$ cat src/rtl/wdog_pkg.sv
package wdog_pkg;
  localparam int unsigned WORD_W = 32;

  localparam logic [7:0] OFF_COUNT  = 8'h00;
  localparam logic [7:0] OFF_RELOAD = 8'h04;
  localparam logic [7:0] OFF_KICK   = 8'h08;
  localparam logic [7:0] OFF_CTRL   = 8'h0C;
  localparam logic [7:0] OFF_WIDTH  = 8'h18;
  localparam logic [7:0] OFF_MASK   = 8'h1C;

  localparam logic [15:0] KICK_KEY = 16'h4755;

  localparam logic [7:0] KEY_POL_HIGH  = 8'hA5;
  localparam logic [7:0] KEY_POL_LOW   = 8'h5A;
  localparam logic [7:0] KEY_DRV_PUSH  = 8'hA8;
  localparam logic [7:0] KEY_DRV_OPEN  = 8'h8A;

  localparam int unsigned CTRL_EN_BIT   = 0;
  localparam int unsigned CTRL_TICK_BIT = 4;
  localparam int unsigned POL_BIT       = 31;
  localparam int unsigned DRV_BIT       = 30;

  typedef enum logic [2:0] {
    SEL_NONE, SEL_COUNT, SEL_RELOAD, SEL_CTRL, SEL_WIDTH, SEL_MASK
  } rdSel_e;

  typedef struct packed {
    logic wrReload;
    logic kick;
    logic wrCtrl;
    logic wrWidth;
    logic wrMask;
  } strobes_t;
endpackage

$ cat src/rtl/wdog_ctrl.sv
module wdog_ctrl
  import wdog_pkg::*;
#(
  parameter int unsigned ADDR_W = 8
) (
  input  logic              clk,
  input  logic              rstN,
  input  logic              busValid,
  input  logic              busWrite,
  input  logic [ADDR_W-1:0] busAddr,
  input  logic [15:0]       kickData,
  output strobes_t          stb,
  output rdSel_e            rdSel
);
  localparam logic [ADDR_W-1:0] A_COUNT  = ADDR_W'(OFF_COUNT);
  localparam logic [ADDR_W-1:0] A_RELOAD = ADDR_W'(OFF_RELOAD);
  localparam logic [ADDR_W-1:0] A_KICK   = ADDR_W'(OFF_KICK);
  localparam logic [ADDR_W-1:0] A_CTRL   = ADDR_W'(OFF_CTRL);
  localparam logic [ADDR_W-1:0] A_WIDTH  = ADDR_W'(OFF_WIDTH);
  localparam logic [ADDR_W-1:0] A_MASK   = ADDR_W'(OFF_MASK);

  always_comb begin
    stb   = '0;
    rdSel = SEL_NONE;
    if (busValid && busWrite) begin
      case (busAddr)
        A_RELOAD: stb.wrReload = 1'b1;
        A_KICK:   stb.kick     = (kickData == KICK_KEY);
        A_CTRL:   stb.wrCtrl   = 1'b1;
        A_WIDTH:  stb.wrWidth  = 1'b1;
        A_MASK:   stb.wrMask   = 1'b1;
        default:  ;
      endcase
    end else if (busValid) begin
      case (busAddr)
        A_COUNT:  rdSel = SEL_COUNT;
        A_RELOAD: rdSel = SEL_RELOAD;
        A_CTRL:   rdSel = SEL_CTRL;
        A_WIDTH:  rdSel = SEL_WIDTH;
        A_MASK:   rdSel = SEL_MASK;
        default:  rdSel = SEL_NONE;
      endcase
    end
  end

  // at most one register strobe per cycle
  p_one_strobe_r2: assert property (@(posedge clk) disable iff (!rstN)
    $onehot0(stb));

  // reads never raise a write strobe
  p_read_no_write_r2: assert property (@(posedge clk) disable iff (!rstN)
    (busValid && !busWrite) |-> (stb == '0));
endmodule

$ cat src/rtl/wdog_datapath.sv
module wdog_datapath
  import wdog_pkg::*;
#(
  parameter int unsigned       PULSE_W    = 20,
  parameter logic [WORD_W-1:0] INIT_COUNT = 32'h03EF_1480,
  parameter logic [WORD_W-1:0] INIT_WIDTH = 32'h0000_00FF
) (
  input  logic              clk,
  input  logic              rstN,
  input  strobes_t          stb,
  input  rdSel_e            rdSel,
  input  logic [WORD_W-1:0] wdata,
  input  logic              tickEn,
  input  logic              suppress,
  output logic [WORD_W-1:0] rdata,
  output logic              resetReq
);
  localparam logic [WORD_W-1:0] CTRL_CLR_MASK = ~(WORD_W'(4'hF) << 8);
  localparam logic [WORD_W-1:0] CTRL_SET_MASK = WORD_W'(1) << CTRL_TICK_BIT;

  logic [WORD_W-1:0]  countQ, reloadQ, ctrlQ, widthQ, maskQ;
  logic               runQ, pulseQ;
  logic [PULSE_W-1:0] pulseCntQ;

  logic              enNow, enNew, expire;
  logic [WORD_W-1:0] ctrlSan, widthNext;
  logic [7:0]        keyByte;

  assign enNow   = ctrlQ[CTRL_EN_BIT];
  assign ctrlSan = (wdata & CTRL_CLR_MASK) | CTRL_SET_MASK;
  assign enNew   = ctrlSan[CTRL_EN_BIT];
  assign expire  = runQ && (countQ == '0);
  assign keyByte = wdata[WORD_W-1 -: 8];

  always_comb begin
    widthNext = '0;
    widthNext[PULSE_W-1:0] = wdata[PULSE_W-1:0];
    case (keyByte)
      KEY_POL_HIGH: widthNext[POL_BIT] = 1'b1;
      KEY_POL_LOW:  widthNext[POL_BIT] = 1'b0;
      default:      widthNext[POL_BIT] = widthQ[POL_BIT];
    endcase
    case (keyByte)
      KEY_DRV_PUSH: widthNext[DRV_BIT] = 1'b1;
      KEY_DRV_OPEN: widthNext[DRV_BIT] = 1'b0;
      default:      widthNext[DRV_BIT] = widthQ[DRV_BIT];
    endcase
  end

  always_ff @(posedge clk) begin
    if (!rstN) begin
      countQ    <= INIT_COUNT;
      reloadQ   <= INIT_COUNT;
      ctrlQ     <= '0;
      widthQ    <= INIT_WIDTH;
      maskQ     <= '0;
      runQ      <= 1'b0;
      pulseQ    <= 1'b0;
      pulseCntQ <= '0;
    end else begin
      if (stb.wrReload) reloadQ <= wdata;
      if (stb.wrMask)   maskQ   <= wdata;
      if (stb.wrWidth)  widthQ  <= widthNext;

      if (expire) begin
        runQ <= 1'b0;
        if (suppress) ctrlQ <= '0;
      end else if (runQ && tickEn) begin
        countQ <= countQ - 1'b1;
      end

      if (stb.kick) begin
        countQ <= reloadQ;
        if (enNow) runQ <= 1'b1;
      end

      if (stb.wrCtrl) begin
        ctrlQ <= ctrlSan;
        if (enNew && !enNow) begin
          countQ <= reloadQ;
          runQ   <= 1'b1;
        end else if (!enNew && enNow) begin
          runQ <= 1'b0;
        end
      end

      if (expire && !suppress) begin
        pulseQ    <= 1'b1;
        pulseCntQ <= widthQ[PULSE_W-1:0];
      end else if (pulseQ) begin
        if (pulseCntQ == '0) pulseQ <= 1'b0;
        else pulseCntQ <= pulseCntQ - 1'b1;
      end
    end
  end

  always_comb begin
    case (rdSel)
      SEL_COUNT:  rdata = countQ;
      SEL_RELOAD: rdata = reloadQ;
      SEL_CTRL:   rdata = ctrlQ;
      SEL_WIDTH:  rdata = widthQ;
      SEL_MASK:   rdata = maskQ;
      default:    rdata = '0;
    endcase
  end

  assign resetReq = widthQ[POL_BIT] ? pulseQ : !pulseQ;

  // a keyed restart loads the reload value
  p_kick_loads_r3: assert property (@(posedge clk) disable iff (!rstN)
    stb.kick |=> (countQ == $past(reloadQ)));

  // stored control value is sanitized
  p_ctrl_sanitized_r4: assert property (@(posedge clk) disable iff (!rstN)
    stb.wrCtrl |=> (ctrlQ[11:8] == 4'h0 && ctrlQ[CTRL_TICK_BIT]));

  // a stopped counter holds its value without a restart or control write
  p_idle_holds_r5: assert property (@(posedge clk) disable iff (!rstN)
    (!runQ && !stb.kick && !stb.wrCtrl) |=> $stable(countQ));

  // one step per tick while running
  p_count_step_r6: assert property (@(posedge clk) disable iff (!rstN)
    (runQ && tickEn && countQ != '0 && !stb.kick && !stb.wrCtrl)
      |=> (countQ == $past(countQ) - 1'b1));

  // a pulse only starts from an unsuppressed expiry
  p_pulse_from_expiry_r7: assert property (@(posedge clk) disable iff (!rstN)
    $rose(pulseQ) |-> $past(expire && !suppress));

  // a suppressed expiry starts no pulse
  p_suppress_blocks_r8: assert property (@(posedge clk) disable iff (!rstN)
    (expire && suppress && !pulseQ) |=> !pulseQ);

  // width write keeps the written low bits
  p_width_low_r9: assert property (@(posedge clk) disable iff (!rstN)
    stb.wrWidth |=> (widthQ[PULSE_W-1:0] == $past(wdata[PULSE_W-1:0])));
endmodule

$ cat src/rtl/wdog_top.sv
module wdog_top
  import wdog_pkg::*;
#(
  parameter int unsigned       ADDR_W     = 8,
  parameter int unsigned       PULSE_W    = 20,
  parameter logic [WORD_W-1:0] INIT_COUNT = 32'h03EF_1480,
  parameter logic [WORD_W-1:0] INIT_WIDTH = 32'h0000_00FF
) (
  input  logic              clk,
  input  logic              rstN,
  input  logic              busValid,
  input  logic              busWrite,
  input  logic [ADDR_W-1:0] busAddr,
  input  logic [31:0]       busWdata,
  output logic [31:0]       busRdata,
  input  logic              tickEn,
  input  logic              suppressReset,
  output logic              resetReq
);
  strobes_t stb;
  rdSel_e   rdSel;

  wdog_ctrl #(.ADDR_W(ADDR_W)) uCtrl (
    .clk      (clk),
    .rstN     (rstN),
    .busValid (busValid),
    .busWrite (busWrite),
    .busAddr  (busAddr),
    .kickData (busWdata[15:0]),
    .stb      (stb),
    .rdSel    (rdSel)
  );

  wdog_datapath #(
    .PULSE_W    (PULSE_W),
    .INIT_COUNT (INIT_COUNT),
    .INIT_WIDTH (INIT_WIDTH)
  ) uData (
    .clk      (clk),
    .rstN     (rstN),
    .stb      (stb),
    .rdSel    (rdSel),
    .wdata    (busWdata),
    .tickEn   (tickEn),
    .suppress (suppressReset),
    .rdata    (busRdata),
    .resetReq (resetReq)
  );
endmodule

$ cat config.mk
export PLATFORM = sky130hd
export DESIGN_NAME = wdog_top
export DESIGN_NICKNAME = d
export VERILOG_FILES = /design/src/rtl/wdog_pkg.sv /design/src/rtl/wdog_ctrl.sv /design/src/rtl/wdog_datapath.sv /design/src/rtl/wdog_top.sv
export SDC_FILE = /design/constraint.sdc
export NUM_CORES = 1
export LEC_CHECK = 0
export ABC_AREA = 0
export BUFFER_PORTS_ARGS = -buffer_cell sky130_fd_sc_hd__buf_4
export CAP_MARGIN = 0
export CORE_MARGIN = 2
export CORE_UTILIZATION = 64
export DETAILED_ROUTE_END_ITERATION = 10
export PLACE_DENSITY = 0.85
export SYNTH_ARGS = -nofsm -noshare
export SYNTH_HDL_FRONTEND = slang
export SYNTH_SLANG_ARGS = --single-unit
$ cat constraint.sdc
create_clock -name clk -period 6.45 [get_ports clk]
set_input_delay 0.9675 -clock clk [delete_from_list [all_inputs] [get_ports clk]]
set_output_delay 0.9675 -clock clk [all_outputs]
set_load 0.02 [all_outputs]
==> results of run 1 <==
[metal layers]
layer / vias to the layer above / GRT usage, % / part of all wire (%)
li1: 3636 / - / -
met1: 3735 / 50.47 / 41
met4: 0 / 13.98 / 2.7
met3: 59 / 9.541 / 11
met2: 486 / 58.08 / 46
met5: - / 0 / 0
[power groups by stage]
| stage | Combinational (uW) | Sequential [uW] | Clock, uW |
|---|---|---|---|
| 2_1_floorplan | 29.5 | 1060 | 0 |
| 3_3_place_gp | 74.5 | 1060 | 0 |
| 3_5_place_dp | 75.1 | 1060 | 0 |
| 4_1_cts | 75.6 | 1040 | 1080 |
| 5_1_grt | 82.0 | 1040 | 1130 |
| 6_report | 77.0 | 1040 | 1090 |
[cells by family after synthesis]
kind of cell | after synthesis | synth area share [%]
and+or+nand+nor | 388 | 23.69
adders and majority gates | 3 | 0.4735
muxes | 29 | 3.662
AOI/OAI and AO/OA | 283 | 22.19
xor gates and xnor gates | 33 | 3.646
buffers and inverters | 76 | 3.914
DFF | 168 | 42.42
[metrics by stage]
| stage | worst slack, ns | cell area, sq um | cells | util [%] |
|---|---|---|---|---|
| floorplan | 2.213 | 7928 | 980 | - |
| global placement | 2.037 | 8574 | 1171 | 71.09 |
| detailed placement | 1.999 | 8574 | 1171 | 71.09 |
| CTS | 1.979 | 9205 | 1202 | 76.32 |
| global route | 1.763 | 9205 | 1202 | 76.32 |
| finish | 1.892 | 9205 | 1202 | 76.32 |
[synth_stat cells, types with 6 or more instances]
library cell  number
a211oi_1          10
a21oi_1          113
a222oi_1          10
a22o_1            38
a22oi_1           10
clkbuf_1          63
dfxtp_1          168
inv_1              6
mux2i_1           29
nand2_1          196
nand3_1           31
nand4_1           11
nor2_1            37
nor3_1            26
nor3b_1            7
nor4_1            19
o21ai_0           70
or3_1              9
or4_1             14
xnor2_1           31
[sequential cells by signal, summed over array words and instances, names as in the netlist]
register and count:
uData.maskQ 32, uData.widthQ 22, uData.reloadQ 32, uData.ctrlQ 28, uData.countQ 32, uData.pulseCntQ 20, uData.runQ 1, uData.pulseQ 1
[critical path, delay by kind of cell]
kind | cells | cell delay, ns
and+or+nand+nor | 3 | 1.55
buffers and inverters | 3 | 0.71
AOI/OAI and AO/OA | 3 | 0.37
[final timing paths]
kind                                                    from  slack, ns                            to
worst max-delay path                              busAddr[5]       1.89                   busRdata[0]
worst min-delay path            uData.maskQ[28]$_SDFFE_PN0P_       0.45  uData.maskQ[28]$_SDFFE_PN0P_
worst max register to register    uData.countQ[6]$_SDFF_PN0_       3.38  uData.ctrlQ[25]$_SDFFE_PN0P_
worst min register to register  uData.maskQ[28]$_SDFFE_PN0P_       0.45  uData.maskQ[28]$_SDFFE_PN0P_
[cell type report]
class / instances / area, sq um / area share [%]
clock buffer: 23 / 488.0 / 5.301
clock inverter: 8 / 142.6 / 1.550
inverter: 7 / 26.28 / 0.2854
multi-input combinational: 736 / 4284 / 46.54
sequential: 168 / 3363 / 36.54
tap: 168 / 210.2 / 2.284
timing repair buffer: 92 / 690.7 / 7.503
==> flow_summary_export.csv, run 1 <==
group,metric,value,unit
run_status,status,"finished clean",
die,io_pins,79,
clocking,holdBufCountCts,0,
global_routing,grt_usage,37.39,%
clocking,cts_buffer_depth,2,
power,ir_drop,0.1708,mV
placed_design,dpl.hpwl,15.53,mm
power,p_switching,452.8,uW
clocking,post-cts-setup-buffers,0,
sta,slew_headroom,5.076,%
power,internal_power,1751,uW
worst_setup_path,path_class,"input pin to output pin",
die,core,12060,sq um
clocking,root_buffer,"clkbuf_16",
placed_design,portBuffers,78,
clocking,cts_sinks,168,
detailed_routing,ant_nets,0,
logic_synthesis,synth_nets,1029,
worst_setup_path,crit_top_cell,"buf_4",
min_path,hp-class,"flop to flop",
logic_synthesis,async_flop_share,0,%
sta,setup_violations,0,
worst_setup_path,reg2reg_depth,7,
cells_and_area,layout_commonest_cell,"nand2_1",
power,p_leak,0.003474,uW
logic_synthesis,avgSynthCellArea,8.089,sq um
global_routing,grt_max_degree,82,
power,power_density,239.4,nW/um^2
cells_and_area,layout_common_cells,"nand2_1, dfxtp_1, a21oi_1, buf_4, o21ai_0",
clocking,path_clk_slew,0.06,ns
clocking,cts_max_level,4,
power,p_sw_share,20.55,%
global_routing,grt_pass1_wl,38.55,mm
power,power.total,2204,uW
sta,layout_min_cycle_time,4.558,ns
power,p_seq_share,47.1,%
power,pwr-share-clk,49.4,%
worst_setup_path,cp-end-kind,"output pin",
logic_synthesis,ys_types,58,
sta,hold_viol_final,0,
detailed_routing,drt-total-wl,24.07,mm
detailed_routing,vias,7916,
sta,worst_slew_pin_slew,1.416,ns
sta,timing.hold.ws,0.4530,ns
logic_synthesis,synth_ff_type,"dfxtp_1",
global_routing,grt-ovfl-total,0,
worst_setup_path,startpoint_type,"input pin",
cells_and_area,fillerInstances,893,
worst_setup_path,crit_fanout,19,
sta,clock.fmax,219.4,MHz
cells_and_area,drive_gt1_share,13.54,%
die,die_y,115.3,um
logic_synthesis,synth_top_area_share,42.42,%
run,maxCapViolCount,0,
logic_synthesis,yosys.area.top_type,"dfxtp_1",
sta,period_share,70.66,%
logic_synthesis,ys_seq_elements,168,
clocking,cts_tree,"built",
sta,finalClockSkew,0.005785,ns
sta,timing.final.max_slew_violations,0,
logic_synthesis,synth_warnings,0,
logic_synthesis,ys_seq_area_share,42.42,%
detailed_routing,wl_per_cell,20.02,um
worst_setup_path,crit_chain,"buf_4, nor3_1, nand4_1, nor4bb_4, buf_4, a22o_1, a21oi_1, o21ai_0, buf_4",
min_path,hold_path_depth,2,
worst_setup_path,critical_path.slowest_cell,"nor4bb_4",
die,rows,40,
worst_setup_path,worst_ep_arrival_time,3.59,ns
sta,setup_tns,0,ns
global_routing,first_global_vias,7357,
logic_synthesis,synth_edf_count,0,
cells_and_area,diodes,0,
die,initial_core_util,65.73,%
detailed_routing,drt-initial-drc-count,1307,
placed_design,gp_congestion,0.9329,
logic_synthesis,synth_cells,980,
worst_setup_path,critPathRequiredTime,5.48,ns
detailed_routing,first_pass_iters,8,
logic_synthesis,synth_area_leaders,"dfxtp_1, nand2_1, a21oi_1",
worst_setup_path,slowest_delay,0.99,ns
global_routing,antenna_found_initial,0,
cells_and_area,area_growth,16.11,%
clocking,clock_latency,0.43,ns
die,fp.dieW,115.3,um
sta,grt_setup_unrepaired,"no",
detailed_routing,post_drt_via_cell_ratio,6.586,
power,power_frac_comb,3.5,%
logic_synthesis,synth_area,7928,sq um
die,die_area,13290,sq um
cells_and_area,layout.nets,1071,
clocking,cts-buffers-inserted,17,
detailed_routing,drcViolationCount,0,
clocking,cts_resized,0,
Note: power is estimated with default switching activity, not from simulation.
==> run 2, diff against run 1 <==
--- a/config.mk
+++ b/config.mk
@@ -9,9 +9,9 @@
 export BUFFER_PORTS_ARGS = -buffer_cell sky130_fd_sc_hd__buf_4
 export CAP_MARGIN = 0
 export CORE_MARGIN = 2
-export CORE_UTILIZATION = 64
+export CORE_UTILIZATION = 53
 export DETAILED_ROUTE_END_ITERATION = 10
-export PLACE_DENSITY = 0.85
+export PLACE_DENSITY = 0.76
 export SYNTH_ARGS = -nofsm -noshare
 export SYNTH_HDL_FRONTEND = slang
 export SYNTH_SLANG_ARGS = --single-unit
==> constraint.sdc (replaced) <==
create_clock -name clk -period 3.76 [get_ports clk]
set_input_delay 0.564 -clock clk [delete_from_list [all_inputs] [get_ports clk]]
set_output_delay 0.564 -clock clk [all_outputs]
set_load 0.02 [all_outputs]
==> run 2 against run 1 <==
Net effect:
- critical path depth fell by 1
- wire length fell by 0.15%
- first-iteration DRC count fell by 30%
- setup slack got worse by 1.4 ns
- combinational power rose by 78%
- worst hold slack got worse by 0.081 ns
- clock skew rose by 0.0044 ns
- total power rose by 73%
- non-clock buffer count rose by 6
- sequential share of layout area fell by 0.37 points
- core utilization fell by 13 points
- cell count rose by 1.9%
- critical path type unchanged
- critical endpoint is now busRdata[13]
- largest power group unchanged
==> flow_summary_export.csv, run 2 (synthesis results as in run 1) <==
group,metric,value,unit
run_status,status,"finished clean",
cells_and_area,regArea,3363,sq um
clocking,cts_max_level,4,
power,power_density,411.0,nW/um^2
die,core,14590,sq um
worst_setup_path,cp-end-kind,"output pin",
detailed_routing,first_pass_iters,8,
global_routing,antenna_found_initial,0,
die,die_y,126.3,um
min_path,hold_path_depth,2,
sta,worst_slew_pin_slew,1.337,ns
sta,slew_headroom,10.87,%
die,fp.dieW,126.3,um
cells_and_area,layout_commonest_cell,"nand2_1",
clocking,cts_tree,"built",
detailed_routing,drt-total-wl,24.03,mm
clocking,root_buffer,"clkbuf_16",
power,ir_drop,0.3273,mV
worst_setup_path,critical_path.slowest_cell,"or4_1",
global_routing,grt_pass1_wl,38.56,mm
detailed_routing,ant_nets,0,
sta,period_share,86.82,%
placed_design,gp_congestion,0.8820,
die,initial_core_util,54.34,%
global_routing,grt_max_degree,44,
min_path,hold_end,"uData.ctrlQ[22]$_SDFFE_PN0P_",
sta,clock.fmax,306.3,MHz
sta,grt_setup_unrepaired,"no",
die,die_area,15950,sq um
worst_setup_path,crit_top_cell,"buf_4",
die,rows,44,
clocking,post-cts-setup-buffers,0,
clocking,clock_latency,0.43,ns
sta,layout_min_cycle_time,3.264,ns
worst_setup_path,reg2reg_depth,6,
power,power.total,3823,uW
global_routing,grt_usage,30.18,%
cells_and_area,multi_input_area,4284,sq um
cells_and_area,area_growth,17.31,%
worst_setup_path,crit_fanout,20,
worst_setup_path,worst_ep_arrival_time,2.70,ns
detailed_routing,post_drt_via_cell_ratio,6.299,
worst_setup_path,worstSetupStartpoint,"busAddr[4]",
clocking,holdBufCountCts,0,
cells_and_area,top_regs,"uData.countQ x32, uData.maskQ x32, uData.reloadQ x32",
clocking,cts_buffer_depth,2,
clocking,cts_resized,0,
die,io_pins,79,
detailed_routing,vias,7716,
worst_setup_path,slowest_delay,0.59,ns
global_routing,first_global_vias,7190,
sta,setup_tns,0,ns
cells_and_area,layout.nets,1077,
worst_setup_path,critPathRequiredTime,3.20,ns
detailed_routing,drcViolationCount,0,
clocking,cts-buffers-inserted,17,
worst_setup_path,startpoint_type,"input pin",
global_routing,grt-ovfl-total,0,
clocking,cts_sinks,168,
min_path,min_from,"busWdata[22]",
worst_setup_path,reg2reg_to,"uData.ctrlQ[13]$_SDFFE_PN0P_",
placed_design,dpl.hpwl,15.80,mm
detailed_routing,drt-initial-drc-count,915,
worst_setup_path,path_delay_family,"simple AND/OR/NAND/NOR gates",
sta,finalClockSkew,0.01021,ns
sta,setup_violations,0,
min_path,hp-class,"input pin to flop",
power,p_leak,0.003513,uW
worst_setup_path,crit_chain,"buf_4, or4_1, or3_1, nor3_2, buf_4, a21oi_1, o21ai_0, buf_4",
worst_setup_path,path_class,"input pin to output pin",
run,maxCapViolCount,0,
placed_design,portBuffers,78,
worst_setup_path,rrSetupSlack,0.60,ns
cells_and_area,layout_common_cells,"nand2_1, dfxtp_1, a21oi_1, buf_4, o21ai_0",
cells_and_area,drive_gt1_share,14.31,%
clocking,path_clk_slew,0.06,ns
cells_and_area,diodes,0,
detailed_routing,wl_per_cell,19.62,um
worst_setup_path,critPathBufInv,3,
worst_setup_path,r2r_start,"uData.countQ[4]$_SDFF_PN0_",
cells_and_area,fillerInstances,1228,
sta,timing.final.max_slew_violations,0,
sta,hold_viol_final,0,
## run 2: power breakdown
part           internal (uW)  switching (uW)
clock                   1180             721
sequential              1780            1.10
combinational           48.6            88.7
total                   3010             811
## run 2: worst max path at each step
stage	end	slack, ns	cells past startpoint
finish	busRdata[13]	0.50	8
global placement	busRdata[13]	0.56	8
global route	busRdata[13]	0.44	9
floorplan	busRdata[0]	0.33	6
detailed placement	busRdata[29]	0.55	8
CTS	busRdata[13]	0.54	8
## run 2: area by class of cell
type,count,area share (%)
Sequential cell,168,36.16
Tap cell,184,2.475
Clock inverter,11,1.803
Multi-Input combinational cell,736,46.06
Inverter,7,0.2825
Clock buffer,21,5.166
Timing Repair Buffer,98,8.045
## run 2: stage by stage
step	utilization (%)	setup WS (ns)	instance area (sq um)	hold slack (ns)	std cells
2_1_floorplan	-	0.3301	7928	0.4360	980
3_3_place_gp	59.31	0.5610	8652	0.4427	1193
3_5_place_dp	59.31	0.5491	8652	0.4461	1193
4_1_cts	63.75	0.5415	9300	0.3595	1225
5_1_grt	63.75	0.4367	9300	0.3636	1225
6_report	63.75	0.4956	9300	0.3725	1225
## run 2: per-layer routing
layer | wire, um | up-vias | GRT usage (%)
met1 | 10520 | 3650 | 41.78
met3 | 2179 | 51 | 7.170
li1 | - | 3644 | -
met5 | 0 | - | 0
met4 | 587 | 0 | 11.70
met2 | 10740 | 371 | 45.83
==> run 3, diff against run 2 <==
--- a/config.mk
+++ b/config.mk
@@ -11,7 +11,7 @@
 export CORE_MARGIN = 2
 export CORE_UTILIZATION = 53
 export DETAILED_ROUTE_END_ITERATION = 10
-export PLACE_DENSITY = 0.76
+export PLACE_DENSITY_LB_ADDON = 0.1
 export SYNTH_ARGS = -nofsm -noshare
 export SYNTH_HDL_FRONTEND = slang
 export SYNTH_SLANG_ARGS = --single-unit
==> run 3 against run 2 <==
Net effect:
- setup slack lost 0.28 ns
- count of clock-buffer cells in the layout stayed put
- register-to-register slack gained 0.10 ns
- global-route usage rose by 1.8 points
- fmax is 8.0% lower
- worst hold slack worse by 0.014 ns
- final area down 0.23%
- critical endpoint is now busRdata[14]
- highest routed layer unchanged
==> flow_summary_export.csv, run 3 (synthesis results as in run 1) <==
group,metric,value,unit
worst_setup_path,startpoint_type,"input pin",
power,power.total,3690,uW
worst_setup_path,worst_ep_arrival_time,2.98,ns
power,p_leak,0.003498,uW
cells_and_area,fin_cells,1226,
sta,hold_viol_final,0,
clocking,root_buffer,"clkbuf_16",
global_routing,first_global_vias,7032,
placed_design,dpl_cell_area,8687,sq um
worst_setup_path,path_class,"input pin to output pin",
placed_design,portBuffers,78,
cells_and_area,fillerInstances,1331,
clocking,cts_sinks,168,
cells_and_area,multi_input_area,4287,sq um
worst_setup_path,crit_fanout,28,
cells_and_area,layout_common_cells,"nand2_1, dfxtp_1, a21oi_1, buf_4, o21ai_0",
power,p_sw_share,22.50,%
clocking,cts_tree,"built",
sta,layout_min_cycle_time,3.547,ns
placed_design,dpl.cell_count,1194,
detailed_routing,drt-total-wl,25.85,mm
die,rows,44,
detailed_routing,post_drt_via_cell_ratio,6.332,
die,fp.dieW,126.3,um
sta,worst_slew_pin_slew,1.126,ns
cells_and_area,layout.nets,1078,
power,p_seq_share,48.3,%
detailed_routing,drcViolationCount,0,
power,ir_drop,0.4056,mV
clocking,cts_resized,0,
sta,setup_tns,0,ns
cells_and_area,top_regs,"uData.countQ x32, uData.maskQ x32, uData.reloadQ x32",
run_status,status,"finished clean",
power,internal_power,2860,uW
die,core,14590,sq um
clocking,cts_max_level,4,
placed_design,dpl.hpwl,17.48,mm
sta,period_share,94.34,%
global_routing,grt_max_degree,47,
placed_design,pre_cts_slack,0.2628,ns
sta,grt_setup_unrepaired,"no",
cells_and_area,area_growth,17.05,%
die,io_pins,79,
cells_and_area,layout_commonest_cell,"nand2_1",
detailed_routing,first_pass_iters,6,
detailed_routing,vias,7763,
clocking,post-cts-setup-buffers,0,
cells_and_area,diodes,0,
power,power_density,397.7,nW/um^2
global_routing,grt-ovfl-total,0,
clocking,holdBufCountCts,0,
detailed_routing,ant_nets,0,
sta,setup_violations,0,
global_routing,grt_usage,31.93,%
die,die_area,15950,sq um
sta,timing.final.max_slew_violations,0,
clocking,cts_buffer_depth,2,
detailed_routing,wl_per_cell,21.08,um
power,power_frac_comb,3.9,%
power,pwr-share-clk,47.8,%
cells_and_area,fin_area,9279,sq um
global_routing,antenna_found_initial,0,
cells_and_area,regArea,3363,sq um
placed_design,gp_congestion,0.9371,
global_routing,grt_pass1_wl,40.03,mm
die,die_y,126.3,um
sta,finalClockSkew,0.006862,ns
clocking,path_clk_slew,0.07,ns
sta,clock.fmax,281.9,MHz
clocking,clock_latency,0.43,ns
min_path,hp-class,"input pin to flop",
sta,fin_ws,0.2129,ns
power,p_switching,830.2,uW
worst_setup_path,cp-end-kind,"output pin",
worst_setup_path,critPathRequiredTime,3.20,ns
sta,slew_headroom,24.95,%
die,initial_core_util,54.34,%
clocking,cts-buffers-inserted,17,
detailed_routing,drt-initial-drc-count,1106,
run,maxCapViolCount,0,
cells_and_area,drive_gt1_share,14.40,%
## run 3: cell count changes in the layout (fill, tap and decap cells not counted)
cell	change
buf_4	-1
nand2_1	-1
nand2_2	+1
buf_12	+2
clkbuf_8	-1
bufinv_16	-2
clkinv_2	+1
clkbuf_1	+1
clkinv_4	+1
## run 3: layer usage
layer	track usage (%)	wire [um]	part of all wire, %	vias up
li1	-	-	-	3648
met1	46.85	11670	45	3684
met2	48.45	11420	44	386
met3	5.905	2239	8.7	45
met4	8.727	522	2.0	0
met5	0	0	0	-
## run 3: area by class of cell
class	instances	share of cell area, %
Clock buffer	21	5.070
Clock inverter	11	1.308
Inverter	7	0.2832
Multi-Input combinational cell	736	46.20
Sequential cell	168	36.25
Tap cell	184	2.481
Timing Repair Buffer	99	8.414
## run 3: power groups by stage
stage | Combinational, uW | Clock [uW] | Sequential [uW]
3_3_place_gp | 140 | 0 | 1820
4_1_cts | 140 | 1780 | 1780
5_1_grt | 150 | 1840 | 1780
2_1_floorplan | 50.6 | 0 | 1820
6_report | 143 | 1770 | 1780
3_5_place_dp | 139 | 0 | 1820
## run 3: worst paths after layout
kind / end / depth (start not counted) / startpoint / slack (ns)
max: busRdata[14] / 8 / busAddr[5] / 0.21
min: uData.reloadQ[23]$_SDFFE_PN1P_ / 3 / busWdata[23] / 0.36
max reg2reg: uData.pulseCntQ[16]$_SDFFE_PN0P_ / 6 / uData.countQ[4]$_SDFF_PN0_ / 0.70
min reg2reg: uData.maskQ[25]$_SDFFE_PN0P_ / 2 / uData.maskQ[25]$_SDFFE_PN0P_ / 0.46
## run 3: metrics by stage
| stage | hold slack (ns) | utilization, % |
|---|---|---|
| after floorplan | 0.4360 | - |
| after global placement | 0.4420 | 59.55 |
| after detailed placement | 0.4466 | 59.55 |
| after CTS | 0.3530 | 63.60 |
| after global routing | 0.3630 | 63.60 |
| final | 0.3588 | 63.60 |
## run 3: critical path: stages
cell,delay (ns)
buf_4,0.11
or4_1,0.58
nor3_1,0.63
nand2_2,0.06
buf_4,0.34
mux2i_1,0.18
o21ai_0,0.31
buf_4,0.21
